### src/rtl/uart_rx_pkg.sv
package uart_rx_pkg;
  localparam int DATA_BITS = 8;
  localparam int MIN_BITS  = 5;
  localparam int ENTRY_W   = DATA_BITS + 3;

  typedef enum logic [2:0] {
    ST_HUNT,
    ST_START,
    ST_DATA,
    ST_PAR,
    ST_STOP,
    ST_BRKW
  } rx_state_t;

  typedef struct packed {
    logic                 brk;
    logic                 frm;
    logic                 par;
    logic [DATA_BITS-1:0] data;
  } rx_entry_t;
endpackage

### src/rtl/rx_sync.sv
module rx_sync #(
  parameter int STAGES = 2
) (
  input  logic clk,
  input  logic rst,
  input  logic d,
  output logic q
);
  logic [STAGES-1:0] chain;

  generate
    if (STAGES == 1) begin : g_one
      always_ff @(posedge clk) begin
        if (rst) chain <= 1'b1;
        else     chain <= d;
      end
    end else begin : g_many
      always_ff @(posedge clk) begin
        if (rst) chain <= '1;
        else     chain <= {chain[STAGES-2:0], d};
      end
    end
  endgenerate

  assign q = chain[STAGES-1];
endmodule

### src/rtl/rx_frame_fsm.sv
module rx_frame_fsm
  import uart_rx_pkg::*;
#(
  parameter int OSR = 16
) (
  input  logic       clk,
  input  logic       rst,
  input  logic       rx_s,
  input  logic       tick,
  input  logic [1:0] word_len,
  input  logic       par_en,
  input  logic       par_even,
  output logic       done,
  output rx_entry_t  entry
);
  localparam int CNT_W = $clog2(OSR);
  localparam int MID   = OSR / 2;
  localparam int IDX_W = $clog2(DATA_BITS);

  rx_state_t            state;
  logic [CNT_W-1:0]     cnt;
  logic [IDX_W-1:0]     idx;
  logic [IDX_W-1:0]     last_idx;
  logic [DATA_BITS-1:0] shreg;
  logic                 par_acc, par_bit, all_low, last_lvl;
  logic                 samp, brk_now;

  assign last_idx = IDX_W'(MIN_BITS - 1) + IDX_W'(word_len);

  always_comb begin
    case (state)
      ST_START:                samp = tick && (cnt == CNT_W'(MID - 1));
      ST_DATA, ST_PAR, ST_STOP: samp = tick && (cnt == CNT_W'(OSR - 1));
      default:                 samp = 1'b0;
    endcase
  end

  assign done       = samp && (state == ST_STOP);
  assign brk_now    = all_low && !rx_s;
  assign entry.brk  = brk_now;
  assign entry.frm  = !rx_s;
  assign entry.par  = par_en && !brk_now && (par_acc ^ par_bit ^ !par_even);
  assign entry.data = shreg;

  always_ff @(posedge clk) begin
    if (rst) begin
      state    <= ST_HUNT;
      cnt      <= '0;
      idx      <= '0;
      shreg    <= '0;
      par_acc  <= 1'b0;
      par_bit  <= 1'b0;
      all_low  <= 1'b0;
      last_lvl <= 1'b1;
    end else if (tick) begin
      last_lvl <= rx_s;
      if (state != ST_HUNT && state != ST_BRKW)
        cnt <= samp ? '0 : cnt + 1'b1;
      case (state)
        ST_HUNT: begin
          if (last_lvl && !rx_s) begin
            state <= ST_START;
            cnt   <= '0;
          end
        end
        ST_START: begin
          if (samp) begin
            if (!rx_s) begin
              state   <= ST_DATA;
              idx     <= '0;
              shreg   <= '0;
              par_acc <= 1'b0;
              all_low <= 1'b1;
            end else begin
              state <= ST_HUNT;
            end
          end
        end
        ST_DATA: begin
          if (samp) begin
            shreg[idx] <= rx_s;
            par_acc    <= par_acc ^ rx_s;
            all_low    <= all_low & !rx_s;
            if (idx == last_idx) state <= par_en ? ST_PAR : ST_STOP;
            else                 idx   <= idx + 1'b1;
          end
        end
        ST_PAR: begin
          if (samp) begin
            par_bit <= rx_s;
            all_low <= all_low & !rx_s;
            state   <= ST_STOP;
          end
        end
        ST_STOP: begin
          if (samp) state <= brk_now ? ST_BRKW : ST_HUNT;
        end
        ST_BRKW: begin
          if (rx_s) state <= ST_HUNT;
        end
        default: state <= ST_HUNT;
      endcase
    end
  end

  // data phase is entered only from a tick that saw the line low
  p_start_mid_r2: assert property (@(posedge clk) disable iff (rst)
    (state == ST_DATA && $past(state) == ST_START) |-> ($past(tick) && !$past(rx_s)));

  // leaving the break wait requires a high line
  p_brk_wait_r7: assert property (@(posedge clk) disable iff (rst)
    (state == ST_HUNT && $past(state) == ST_BRKW) |-> $past(rx_s));
endmodule

### src/rtl/rx_handoff.sv
module rx_handoff
  import uart_rx_pkg::*;
(
  input  logic               clk,
  input  logic               rst,
  input  logic               done,
  input  rx_entry_t          entry,
  input  logic               queue_mode,
  input  logic               sink_full,
  output logic [ENTRY_W-1:0] ent_word,
  output logic               ent_valid,
  output logic               overrun
);
  logic accept;
  assign accept = done && !(queue_mode && sink_full);

  always_ff @(posedge clk) begin
    if (rst) begin
      ent_word  <= '0;
      ent_valid <= 1'b0;
      overrun   <= 1'b0;
    end else begin
      ent_valid <= accept;
      overrun   <= done && sink_full;
      if (accept) ent_word <= entry;
    end
  end

  p_valid_pulse_r8: assert property (@(posedge clk) disable iff (rst)
    ent_valid |=> !ent_valid);

  p_hold_write_r9: assert property (@(posedge clk) disable iff (rst)
    (done && !queue_mode && sink_full) |=> (ent_valid && overrun));

  p_queue_drop_r10: assert property (@(posedge clk) disable iff (rst)
    (done && queue_mode && sink_full) |=> (!ent_valid && overrun && $stable(ent_word)));

  p_break_tags_r7: assert property (@(posedge clk) disable iff (rst)
    (ent_valid && ent_word[ENTRY_W-1]) |-> (ent_word[ENTRY_W-2] && ent_word[DATA_BITS-1:0] == '0));
endmodule

### src/rtl/uart_rx_tagger.sv
module uart_rx_tagger
  import uart_rx_pkg::*;
#(
  parameter int OSR         = 16,
  parameter int SYNC_STAGES = 2
) (
  input  logic        clk,
  input  logic        rst,
  input  logic        rx_in,
  input  logic        tick16,
  input  logic [1:0]  word_len,
  input  logic        par_en,
  input  logic        par_even,
  input  logic        queue_mode,
  input  logic        sink_full,
  output logic [10:0] ent_word,
  output logic        ent_valid,
  output logic        overrun
);
  logic      rx_s;
  logic      done;
  rx_entry_t entry;

  rx_sync #(.STAGES(SYNC_STAGES)) u_sync (
    .clk (clk),
    .rst (rst),
    .d   (rx_in),
    .q   (rx_s)
  );

  rx_frame_fsm #(.OSR(OSR)) u_fsm (
    .clk      (clk),
    .rst      (rst),
    .rx_s     (rx_s),
    .tick     (tick16),
    .word_len (word_len),
    .par_en   (par_en),
    .par_even (par_even),
    .done     (done),
    .entry    (entry)
  );

  rx_handoff u_hand (
    .clk        (clk),
    .rst        (rst),
    .done       (done),
    .entry      (entry),
    .queue_mode (queue_mode),
    .sink_full  (sink_full),
    .ent_word   (ent_word),
    .ent_valid  (ent_valid),
    .overrun    (overrun)
  );

  // bits above the word length of the latched character are zero
  p_upper_zero_r4: assert property (@(posedge clk) disable iff (rst)
    ent_valid |-> ((ent_word[7:0] >> ({2'b00, $past(word_len)} + 4'd5)) == 8'd0));
endmodule

### config.mk
export PLATFORM = sky130hd
export DESIGN_NAME = uart_rx_tagger
export DESIGN_NICKNAME = d
export VERILOG_FILES = /design/src/rtl/uart_rx_pkg.sv /design/src/rtl/rx_sync.sv /design/src/rtl/rx_frame_fsm.sv /design/src/rtl/rx_handoff.sv /design/src/rtl/uart_rx_tagger.sv
export SDC_FILE = /design/constraint.sdc
export NUM_CORES = 1
export LEC_CHECK = 0
export ABC_CLOCK_PERIOD_IN_PS = 2400
export BUFFER_PORTS_ARGS = -buffer_cell sky130_fd_sc_hd__buf_2
export CAP_MARGIN = 0
export CORE_ASPECT_RATIO = 2
export CORE_UTILIZATION = 55
export DETAILED_ROUTE_END_ITERATION = 6
export HOLD_SLACK_MARGIN = 0.08
export PLACE_DENSITY = 0.86
export REMOVE_ABC_BUFFERS = 1
export SLEW_MARGIN = 15
export SYNTH_ARGS = -nofsm -noshare
export SYNTH_HDL_FRONTEND = slang
export SYNTH_SLANG_ARGS = --single-unit
export TNS_END_PERCENT = 5
### constraint.sdc
create_clock -name clk -period 2.4 [get_ports clk]
set_input_delay 0.24 -clock clk [delete_from_list [all_inputs] [get_ports clk]]
set_output_delay 0.24 -clock clk [all_outputs]
set_load 0.005 [all_outputs]
==> flow_metrics.tcl, run 1 <==
set metrics [dict create \
    via_per_inst 6.319 \
    overflow 0 \
    insertion_delay_ps 290 \
    clockPowerShare 0.425 \
    drt-pass1-iter-count 5 \
    crit_type "reg2reg" \
    gp_congestion 0.8793 \
    htree_levels 2 \
    report.final.hold_viol_count 0 \
    synth_top_family_by_area "simple AND/OR/NAND/NOR gates" \
    regToRegEndpoint "u_fsm.idx[2]" \
    async_flop_share 0 \
    power.density_mw_per_mm2 588.5 \
    rsz0062_at_grt "no" \
    worst_clock_skew_ps 4.491 \
    synth_top_area_frac 0.4044 \
    syn_area_mm2 0.001832 \
    fp.dieH_um 83.62 \
    avgRoutedWirePerCell_um 15.57 \
    holdBufCountCts 0 \
    worst_pin_slew_ps 681.6 \
    seq_area_frac_synth 0.4044 \
    fin_tns_setup_ps 0 \
    grt_pass1_vias 1689 \
    p_sw_uw 268.4 \
    pwr-share-comb 0.056 \
    max_freq_mhz 466.2 \
    ys.flop_type "dfxtp_1" \
    clock_sinks 37 \
    antenna_found_initial 0 \
    root_buffer "clkbuf_8" \
    cp.arrival_ps 2370 \
    core.rowCount 29 \
    setup_violations 0 \
    p_sw_frac 0.2205 \
    synthAdderAreaFrac 0.01366 \
    vias 1782 \
    hp-class "in2reg" \
    syn_avg_cell_area_um2 7.930 \
    ys_types 49 \
    p_int_uw 948.8 \
    placeableCoreArea_mm2 0.003157 \
    fin_crit_sh 0.8938 \
    grt_pass1_wl_um 7396 \
    die_area_mm2 0.003579 \
    reg2regPathDepth 5 \
    num_antenna_cells 0 \
    maxSlewViolCount 0 \
    cap_violations 0 \
    synth_simple_gate_area_share 0.2589 \
    p_leak_uw 0.0007864 \
    hold_ws_ps 131.0 \
    start_util 0.5803 \
    synth-seq-cells 37 \
    synthMuxAreaShare 0.005464 \
    r2r-start "u_fsm.state[0]" \
    relSlewSlack 0.5456 \
    post-route-util 0.6552 \
    yosys-top-cells-count "dfxtp_1, nand2_1, a21oi_1, nor2_1, clkbuf_1" \
    synth_cells 231 \
    clk_pin_slew_ps 70 \
    startpoint "u_fsm.state[0]" \
    syn_to_final_growth_pct 12.91 \
    cts_setup_buffers 0 \
    post_cts_resized 0 \
    numCtsBuffers 5 \
    ir_worst_vdd_mv 0.4644 \
    status "completed" \
    setup.worst_path.end "u_fsm.idx[2]" \
    post-route-drc-count 0 \
    synth_edf_count 0 \
    drive_gt1_frac 0.1633 \
    ys_top_cells_by_area "dfxtp_1, a21oi_1, nand2_1" \
    io_pins 23 \
    cts.path.max_buffers 2 \
    synthMostInstantiatedCell "dfxtp_1" \
    period_minus_slack_ps 2145 \
    post-synth-top-area-cell "dfxtp_1" \
    r2r_slack_ps 250 \
    pwr-share-seq 0.520 \
    track_usage 0.2668 \
    cp.required_ps 2620 \
    dp_hpwl_um 3042 \
    drt_iter0_drc 99 \
    wl_um 4390 \
    portBuffers 22 \
    grt_start_max_net_pins 40 \
    synth_compound_area_frac 0.2480 \
    endpoint_kind "flip-flop" \
    cp-start-kind "flip-flop" \
    postRouteAntennaNets 0 \
    fp.dieW_um 42.81 \
    critPathMaxFanout 13 \
    synth_xor_area_frac 0.02391 \
    ys.warnings.count 0 \
    final_net_count 263 \
    cts_tree "done" \
]
==> layer usage <==
| metal | part of all wire | vias up | track usage |
|---|---|---|---|
| li1 | - | 858 | - |
| met1 | 0.35 | 826 | 0.2541 |
| met2 | 0.56 | 79 | 0.4917 |
| met3 | 0.046 | 19 | 0.04978 |
| met4 | 0.043 | 0 | 0.1591 |
| met5 | 0 | - | 0 |
==> per-stage QoR <==
stage	setup slack (ps)	instances	instance area (um^2)	power, uW
CTS	284.5	282	2068	1222
finish	254.8	282	2068	1217
global route	132.8	282	2068	1251
floorplan	496.3	217	1778	680.8
detailed placement	364.5	275	1964	710.9
global placement	392.0	275	1964	709.3
==> cell type report <==
| cell class | count | area, um^2 |
|---|---|---|
| clock buffers | 5 | 68.82 |
| clock inverters | 2 | 35.03 |
| fillers | 276 | 1089 |
| inverters | 8 | 30.03 |
| multi-input cells | 172 | 1007 |
| flip-flops and latches | 37 | 740.7 |
| well taps | 31 | 38.79 |
| repair buffers | 27 | 147.6 |
==> flip-flops by register name (all words and copies together), names as in the netlist <==
register and cells:
u_hand.ent_word 11, u_hand.ent_valid 1, u_fsm.cnt 4, u_fsm.shreg 8, u_fsm.state 3, u_sync.chain 2, u_fsm.par_bit 1, u_hand.overrun 1
u_fsm.idx 3, u_fsm.last_lvl 1, u_fsm.par_acc 1, u_fsm.all_low 1
==> worst max-delay path: stages, from the launching register on <==
cell and delay [ps]:
dfxtp_1 590, or4b_4 550, o22ai_4 200, o21ai_1 160, or4_1 430, a21oi_1 140
==> power groups by stage <==
stage | clock network [uW] | registers (uW) | logic [uW]
2_1_floorplan | 0 | 643 | 38.2
3_3_place_gp | 0 | 645 | 64.3
3_5_place_dp | 0 | 646 | 65.4
4_1_cts | 524 | 632 | 66.2
5_1_grt | 546 | 633 | 72.4
6_report | 517 | 632 | 67.8
==> logic make-up (layout without fill, tap and decap cells) <==
kind of cell,Yosys count,after routing
adder cells (fa/ha/maj),2,2
flip-flops,37,37
XOR/XNOR,5,5
AO/OA/AOI/OAI,71,71
AND/OR/NAND/NOR,93,93
multiplexers,1,1
buffers and inverters,22,42
==> placed cells by master (no fill, tap or decap), types with 4 or more instances in the layout <==
cell type	n
a21oi_1	28
buf_2	22
buf_4	5
clkbuf_8	5
dfxtp_1	37
inv_1	7
nand2_1	35
nand3_1	5
nor2_1	16
nor2b_1	8
o21ai_0	4
o21ai_1	11
o31ai_1	4
==> worst min path at each step <==
stage	start	end	slack [ps]	cells past startpoint
2_1_floorplan	rst	u_fsm.cnt[0]	310	1
3_3_place_gp	u_sync.chain[0]	u_sync.chain[1]	400	1
3_5_place_dp	u_sync.chain[0]	u_sync.chain[1]	400	1
4_1_cts	rx_in	u_sync.chain[0]	130	2
5_1_grt	rx_in	u_sync.chain[0]	130	2
6_report	rx_in	u_sync.chain[0]	130	2
Power figures use the tool's default switching activity.
==> inputs of run 2 (changes only) <==
Settings changed: BUFFER_PORTS_ARGS -buffer_cell sky130_fd_sc_hd__buf_2 to -buffer_cell sky130_fd_sc_hd__buf_4.
==> run 2 against run 1 <==
Net effect: clock skew grew 2.1 ps; critical endpoint is now u_fsm.par_acc; flip-flop and latch count unchanged; register-to-register slack gained 110 ps; sequential power down 0.8%; total power grew 4.4%; count of clock-buffer cells in the layout is 1 higher; worst hold slack got worse by 0.55 ps; first-iteration DRC count is 33% lower; die area stayed put; clock power is 8.5% higher.
==> flow_metrics.tcl, run 2 (synthesis results as in run 1) <==
set metrics [dict create \
    status "completed" \
    ir_worst_vdd_mv 0.4934 \
    relSlewSlack 0.6742 \
    endpoint_kind "flip-flop" \
    post_cts_resized 0 \
    fin_crit_sh 0.8461 \
    numCtsBuffers 5 \
    regArea_um2 740.7 \
    maxSlewViolCount 0 \
    rsz0062_at_grt "no" \
    critPathMaxFanout 14 \
    placeableCoreArea_mm2 0.003157 \
    root_buffer "clkbuf_8" \
    p_int_uw 993.1 \
    power.density_mw_per_mm2 591.7 \
    dp.cells 276 \
    htree_levels 2 \
    core.rowCount 29 \
    postRouteAntennaNets 0 \
    portBuffers 22 \
    clock_sinks 37 \
    slowest_delay_ps 590 \
    track_usage 0.2598 \
    final_cell_mix "dfxtp_1, nand2_1, a21oi_1, buf_4, nor2_1" \
    cts_setup_buffers 0 \
    largest_register_ffs 11 \
    report.final.hold_viol_count 0 \
    cts_tree "done" \
    top_regs "u_hand.ent_word (11), u_fsm.shreg (8), u_fsm.cnt (4)" \
    top_register "u_hand.ent_word" \
    cp.arrival_ps 2250 \
    hold_ws_ps 130.5 \
    cap_violations 0 \
    post-route-drc-count 0 \
    drt_iter0_drc 66 \
    num_antenna_cells 0 \
    worst_pin_slew_ps 485.5 \
    fp.dieH_um 83.62 \
    p_sw_frac 0.2183 \
    final_common_cell "dfxtp_1" \
    final_cells 284 \
    grt_pass1_vias 1695 \
    final_net_count 264 \
    overflow 0 \
    gp_congestion 0.9510 \
    p_leak_uw 0.0008037 \
    die_area_mm2 0.003579 \
    insertion_delay_ps 290 \
    hold_start "rx_in" \
    drt-pass1-iter-count 4 \
    critPathSlowestCell "or4b_4" \
    worst_clock_skew_ps 6.615 \
    multi_input_area_mm2 0.001007 \
    startpoint "u_fsm.state[1]" \
    dp_hpwl_um 3057 \
    clockPowerShare 0.441 \
    clk_pin_slew_ps 70 \
    r2r-start "u_fsm.state[1]" \
    fillers 282 \
    hp-class "in2reg" \
    crit_buf_inv 0 \
    vias 1753 \
    cp.required_ps 2620 \
    holdBufCountCts 0 \
    path_cells "or4b_4 -> o22ai_4 -> o21ai_2 -> or4_1 -> a21oi_1" \
    period_minus_slack_ps 2031 \
    cp-start-kind "flip-flop" \
    grt_start_max_net_pins 40 \
    grt_pass1_wl_um 7182 \
    drive_gt1_frac 0.1700 \
    pwr-share-comb 0.065 \
    io_pins 23 \
    fin_tns_setup_ps 0 \
    fp.dieW_um 42.81 \
    crit_type "reg2reg" \
    antenna_found_initial 0 \
    pwr-share-seq 0.494 \
    cts.path.max_buffers 2 \
    start_util 0.5803 \
    syn_to_final_growth_pct 17.21 \
    path_delay_family "simple AND/OR/NAND/NOR gates" \
    p_sw_uw 277.3 \
    via_per_inst 6.173 \
    setup_violations 0 \
    max_freq_mhz 492.4 \
    avgRoutedWirePerCell_um 14.92 \
    wl_um 4236 \
]
-- run 2: metal layers --
| metal | up-vias | global-route usage | share of wire |
|---|---|---|---|
| li1 | 868 | - | - |
| met1 | 814 | 0.2552 | 0.36 |
| met2 | 52 | 0.4559 | 0.55 |
| met3 | 19 | 0.04329 | 0.036 |
| met4 | 0 | 0.1932 | 0.050 |
| met5 | - | 0 | 0 |
-- run 2: cell type report --
cell class / instances / area share
multi-input cells: 172 / 0.4691
flip-flops and latches: 37 / 0.3450
repair buffers: 28 / 0.09790
clock buffers: 6 / 0.03846
well taps: 31 / 0.01807
clock inverters: 2 / 0.01748
inverters: 8 / 0.01399
-- run 2: power by group through the flow --
| stage | sequential [uW] | combinational [uW] | clock (uW) |
|---|---|---|---|
| floorplan | 643 | 38.2 | 0 |
| global placement | 641 | 79.9 | 0 |
| detailed placement | 641 | 80.8 | 0 |
| CTS | 627 | 81.3 | 569 |
| global route | 628 | 89.1 | 588 |
| finish | 627 | 82.4 | 561 |
-- run 2: final timing paths --
kind                endpoint  slack [ps]  cells past startpoint
max reg2reg    u_fsm.par_acc         370                      5
min          u_sync.chain[0]         130                      2
max            u_fsm.par_acc         370                      5
min reg2reg  u_sync.chain[1]         430                      1
-- run 2: through the flow --
| stage | cell area (um^2) | power, uW | worst slack, ps | utilization |
|---|---|---|---|---|
| detailed placement | 2027 | 721.7 | 398.7 | 0.6421 |
| global placement | 2027 | 720.5 | 446.7 | 0.6421 |
| floorplan | 1778 | 680.8 | 496.3 | - |
| finish | 2147 | 1270 | 369.2 | 0.6801 |
| CTS | 2147 | 1277 | 392.3 | 0.6801 |
| global route | 2147 | 1305 | 234.3 | 0.6801 |
